==> config.mk <==
export PLATFORM = sky130hd
export DESIGN_NAME = boundary_test_reg
export DESIGN_NICKNAME = d
export VERILOG_FILES = /design/src/rtl/btr_pkg.sv /design/src/rtl/btr_advance.sv /design/src/rtl/btr_pin_mux.sv /design/src/rtl/btr_tdo_stage.sv /design/src/rtl/boundary_test_reg.sv
export SDC_FILE = /design/constraint.sdc
export NUM_CORES = 1
export LEC_CHECK = 0
export BUFFER_PORTS_ARGS = -buffer_cell sky130_fd_sc_hd__buf_4
export CORE_UTILIZATION = 45
export CTS_CLUSTER_DIAMETER = 150
export DETAILED_ROUTE_END_ITERATION = 7
export PLACE_DENSITY_LB_ADDON = 0.1
export SKIP_CTS_REPAIR_TIMING = 1
export SYNTH_ARGS = -nofsm -noshare
export SYNTH_HDL_FRONTEND = slang
export SYNTH_SLANG_ARGS = --single-unit
==> constraint.sdc <==
create_clock -name tck -period 3.19 [get_ports tck]
set_input_delay 0.638 -clock tck [delete_from_list [all_inputs] [get_ports tck]]
set_output_delay 0.638 -clock tck [all_outputs]
set_load 0.01 [all_outputs]
==> src/rtl/btr_pkg.sv <==
package btr_pkg;

    typedef enum logic [1:0] {
        OP_BOUNDARY  = 2'd0,
        OP_SIGNATURE = 2'd1,
        OP_PATTERN   = 2'd2,
        OP_SIG_COUNT = 2'd3
    } btr_op_e;

endpackage

==> src/rtl/btr_advance.sv <==
module btr_advance #(
    parameter int W       = 18,
    parameter int TAP     = 11,
    parameter bit COUNTER = 1'b0
) (
    input  logic [W-1:0] cur_i,
    output logic [W-1:0] nxt_o
);
    generate
        if (COUNTER) begin : g_count
            assign nxt_o = cur_i + {{(W-1){1'b0}}, 1'b1};
        end else begin : g_lfsr
            assign nxt_o = {cur_i[W-2:0], cur_i[W-1] ^ cur_i[TAP-1]};
        end
    endgenerate
endmodule

==> src/rtl/btr_pin_mux.sv <==
module btr_pin_mux #(
    parameter int W = 18
) (
    input  logic         test_mode_i,
    input  logic [W-1:0] upd_i,
    input  logic [W-1:0] func_i,
    output logic [W-1:0] pin_o
);
    for (genvar b = 0; b < W; b++) begin : g_bit
        assign pin_o[b] = test_mode_i ? upd_i[b] : func_i[b];
    end
endmodule

==> src/rtl/btr_tdo_stage.sv <==
module btr_tdo_stage (
    input  logic tck,
    input  logic trst_n,
    input  logic bit_i,
    output logic tdo_o
);
    logic tdo_d, tdo_q;

    always_comb tdo_d = bit_i;

    always_ff @(negedge tck or negedge trst_n) begin
        if (!trst_n) tdo_q <= 1'b0;
        else         tdo_q <= tdo_d;
    end

    assign tdo_o = tdo_q;
endmodule

==> src/rtl/boundary_test_reg.sv <==
module boundary_test_reg
    import btr_pkg::*;
#(
    parameter int N   = 18,
    parameter int TAP = 11
) (
    input  logic         tck,
    input  logic         trst_n,
    input  logic         test_mode_i,
    input  logic [1:0]   op_i,
    input  logic         capture_i,
    input  logic         shift_i,
    input  logic         update_i,
    input  logic         run_i,
    input  logic         tdi_i,
    input  logic [N-1:0] pin_in_i,
    input  logic [N-1:0] func_out_i,
    output logic [N-1:0] pin_out_o,
    output logic         tdo_o
);
    localparam int CHAIN = 2 * N;

    typedef struct packed {
        logic [N-1:0] obs;
        logic [N-1:0] ctl;
        logic [N-1:0] upd;
    } btr_state_t;

    btr_state_t st_d, st_q;
    btr_op_e    op;
    logic [N-1:0] sig_nxt, pat_nxt, cnt_nxt;
    logic [CHAIN-1:0] chain_nxt;
    logic         engine_act;

    assign op = btr_op_e'(op_i);

    btr_advance #(.W(N), .TAP(TAP), .COUNTER(1'b0)) i_sig (.cur_i(st_q.obs), .nxt_o(sig_nxt));
    btr_advance #(.W(N), .TAP(TAP), .COUNTER(1'b0)) i_pat (.cur_i(st_q.ctl), .nxt_o(pat_nxt));
    btr_advance #(.W(N), .TAP(TAP), .COUNTER(1'b1)) i_cnt (.cur_i(st_q.ctl), .nxt_o(cnt_nxt));

    btr_pin_mux #(.W(N)) i_mux (
        .test_mode_i (test_mode_i),
        .upd_i       (st_q.upd),
        .func_i      (func_out_i),
        .pin_o       (pin_out_o)
    );

    btr_tdo_stage i_tdo (
        .tck    (tck),
        .trst_n (trst_n),
        .bit_i  (st_q.obs[0]),
        .tdo_o  (tdo_o)
    );

    assign chain_nxt  = {tdi_i, st_q.ctl, st_q.obs[N-1:1]};
    assign engine_act = run_i && !capture_i && !shift_i;

    always_comb begin
        st_d = st_q;
        if (capture_i) begin
            st_d.obs = pin_in_i;
            st_d.ctl = pin_out_o;
        end else if (shift_i) begin
            st_d.ctl = chain_nxt[CHAIN-1:N];
            st_d.obs = chain_nxt[N-1:0];
        end else if (run_i) begin
            case (op)
                OP_SIGNATURE: st_d.obs = sig_nxt ^ pin_in_i;
                OP_PATTERN:   st_d.ctl = pat_nxt;
                OP_SIG_COUNT: begin
                    st_d.obs = sig_nxt ^ pin_in_i;
                    st_d.ctl = cnt_nxt;
                end
                default: ;
            endcase
        end
        if (update_i) begin
            st_d.upd = st_q.ctl;
        end else if (engine_act && (op == OP_PATTERN || op == OP_SIG_COUNT)) begin
            st_d.upd = st_d.ctl;
        end
    end

    always_ff @(posedge tck or negedge trst_n) begin
        if (!trst_n) st_q <= '0;
        else         st_q <= st_d;
    end

    AST_CAPTURE_OBS: assert property (@(posedge tck) disable iff (!trst_n)
        capture_i |=> st_q.obs == $past(pin_in_i));

    AST_SHIFT_IN: assert property (@(posedge tck) disable iff (!trst_n)
        (shift_i && !capture_i) |=> st_q.ctl[N-1] == $past(tdi_i));

    AST_UPD_HOLD: assert property (@(posedge tck) disable iff (!trst_n)
        (!update_i && !(engine_act && op_i[1])) |=> $stable(st_q.upd));

    AST_COUNT_STEP: assert property (@(posedge tck) disable iff (!trst_n)
        (engine_act && op == OP_SIG_COUNT) |=> st_q.ctl == $past(st_q.ctl) + 1'b1);

    AST_IDLE_RUN: assert property (@(posedge tck) disable iff (!trst_n)
        (engine_act && op == OP_BOUNDARY) |=> ($stable(st_q.obs) && $stable(st_q.ctl)));

    AST_NORMAL_PASS: assert property (@(posedge tck) disable iff (!trst_n)
        !test_mode_i |-> pin_out_o == func_out_i);
endmodule

==> impl_metrics.toml <==
[synthesis]
dominantRegCellSynth = "dfrtp_1"
synth-edff-count = 0
ys_seq_elements = 55
seq_area_frac_synth_pct = 34.8
syn_inst = 467
synthDistinctLibCells = 63
ys_async_sr_fraction_pct = 100
netlist_area_um2 = 3960
ys_warn_count = 0
synth_nets = 514
avgSynthCellArea_um2 = 8.48

[outcome]
status = "finished clean"

[layout]
final_cell_mix = "buf_4 (74), nor2_1 (58), dfrtp_1 (54)"
final_util_pct = 54.0
finalNetCount = 550
area_growth_pct = 14.3
fillers = 812
final_common_cell = "buf_4"
diodes = 0
drive_gt1_share_pct = 26.2

[sta]
setup_tns_ns = 0
grt_setup_unrepaired = "no"
slew_violations = 0
max_slew_margin_pct = 50.0
finalSetupViolCount = 0
hold_viol = 0
fin_skew_ns = 0.0122
worst_slew_pin_slew_ns = 0.731

[worst_setup_path]
path_max_fanout = 1
cp.required_ns = 2.55
start_kind = "register"
cpLargestDelayFamily = "flip-flops"
cpMaxStageDelayCell = "dfrtn_1"
cpPeakStageDelay_ns = 0.41
timing.critical_path.buf_inv = 1
end_kind = "output pin"
cp_cell_sequence = "buf_4"
cp.arrival_ns = 2.43
path_class = "register to output pin"

[floorplan]
start_util_pct = 47.2
ioPinCount = 65
core_area_um2 = 8380
rows = 33
die_w_um = 95.8
die_area_um2 = 9180
dieHeight_um = 95.8

[pwr]
ir_drop_uv = 186
p_per_area_nw_per_um2 = 436
p_leak_nw = 1.88

[cts]
cts_sinks = 55
cts_buffers = 5
cts_tree = "done"
cts.reportedPaths.clkPinSlew_ns = 0.11
clk-insertion-delay-late_ns = 0.33
cts_root_buffer = "clkbuf_8"
h-tree-depth = 2
cts_buffer_depth = 2

[worst_hold_path]
hp-class = "input pin to async pin"

[placement]
dpl.hpwl_um = 7360
gp_congestion = 0.846
place.port_buffers = 64

[grt]
overflow = 0
grt_max_degree = 55
first_global_vias = 3430
antenna_found_initial = 0
grt_pass1_wl_um = 17600
grt_usage_pct = 25.1

[job]
drv_cap = 0

[route]
ant_nets = 0
wirelength_um = 10700
drtIter0Drc = 343
drc = 0
drtPass1Iterations = 6
via_per_inst = 6.15
vias = 3739
wl_per_cell_um = 17.6
cell families (layout without fill, tap and decap cells):
kind of cell / after synthesis / in the layout / synth area share, %
AO/OA/AOI/OAI: 144 / 144 / 24.9
XOR/XNOR: 6 / 6 / 1.33
multiplexers: 41 / 41 / 11.6
adder cells (fa/ha/maj): 1 / 1 / 0.316
AND/OR/NAND/NOR: 167 / 167 / 21.1
flip-flops: 55 / 55 / 34.8
buffers and inverters: 53 / 89 / 5.97
sequential cells by signal, summed over array words and instances (netlist names):
| register | flops |
|---|---|
| i_tdo.tdo_o | 1 |
| st_q | 19 |
| chain_nxt | 35 |
final cells by class:
type                    instances  area (um^2)  share of cell area, %
clock buffers                   6         82.6                   1.82
clock inverters                 1         5.00                  0.111
inverters                       8         30.0                  0.663
multi-input cells             359         2350                   51.8
flip-flops and latches         55         1380                   30.4
well taps                     105          131                   2.90
repair buffers                 74          556                   12.3
worst reg2reg max path, delay by kind of cell, from the launching register on:
family,cells,cell delay [ns]
simple gates,1,0.20
compound gates,4,1.15
flops,1,0.56
fa+ha+maj,1,0.33
power breakdown:
group          leakage, nW  switching [mW]  total, mW  internal [mW]
sequential           0.654           0.151      0.955          0.804
clock               0.0470           0.243      0.414          0.171
combinational         1.17           0.300      0.605          0.305
total                 1.88           0.694       1.97           1.28
through the flow:
step           cells  instance area (um^2)  power, mW  setup WS (ns)  hold WS, ns
4_1_cts          608                  4530       1.99          0.108        0.537
2_1_floorplan    467                  3960       1.37          0.545        0.342
3_3_place_gp     601                  4440       1.56          0.481        0.530
5_1_grt          608                  4530       2.11         0.0856        0.563
6_report         608                  4530       1.97          0.119        0.490
3_5_place_dp     601                  4440       1.57          0.457        0.537
per-layer routing:
layer / vias up / part of all wire (%) / GRT usage (%)
met1: 1785 / 45 / 34.4
met3: 12 / 6.3 / 5.06
met5: - / 0 / 0
met4: 0 / 1.3 / 6.97
met2: 132 / 47 / 40.2
li1: 1810 / - / -
final timing paths:
check	start	end	slack, ns	cells past startpoint
max	i_tdo.tdo_o	tdo_o	0.12	1
min	trst_n	st_q[0]	0.49	2
max reg2reg	chain_nxt[17]	st_q[8]	0.81	6
min reg2reg	st_q[12]	st_q[12]	0.56	2
max in group asynchronous	trst_n	i_tdo.tdo_o	1.46	1
min in group tck	st_q[12]	st_q[12]	0.56	2
cell usage after synthesis (5+ instances only):
master | number | share of area [%]
nand2_1 | 44 | 4.2
buf_4 | 5 | 0.95
o31ai_1 | 8 | 1.5
a31oi_1 | 6 | 0.95
a211oi_1 | 6 | 1.1
mux2_2 | 38 | 11
nand3_1 | 13 | 1.6
clkbuf_1 | 23 | 2.2
nor3_1 | 9 | 1.1
o21ai_0 | 28 | 3.5
buf_2 | 15 | 1.9
dfrtp_1 | 54 | 34
a222oi_1 | 17 | 4.3
a21oi_1 | 38 | 4.8
inv_1 | 7 | 0.66
nor2_1 | 58 | 5.5
nor3b_1 | 6 | 1.1
o211ai_1 | 5 | 0.95
Power figures use the tool's default switching activity.
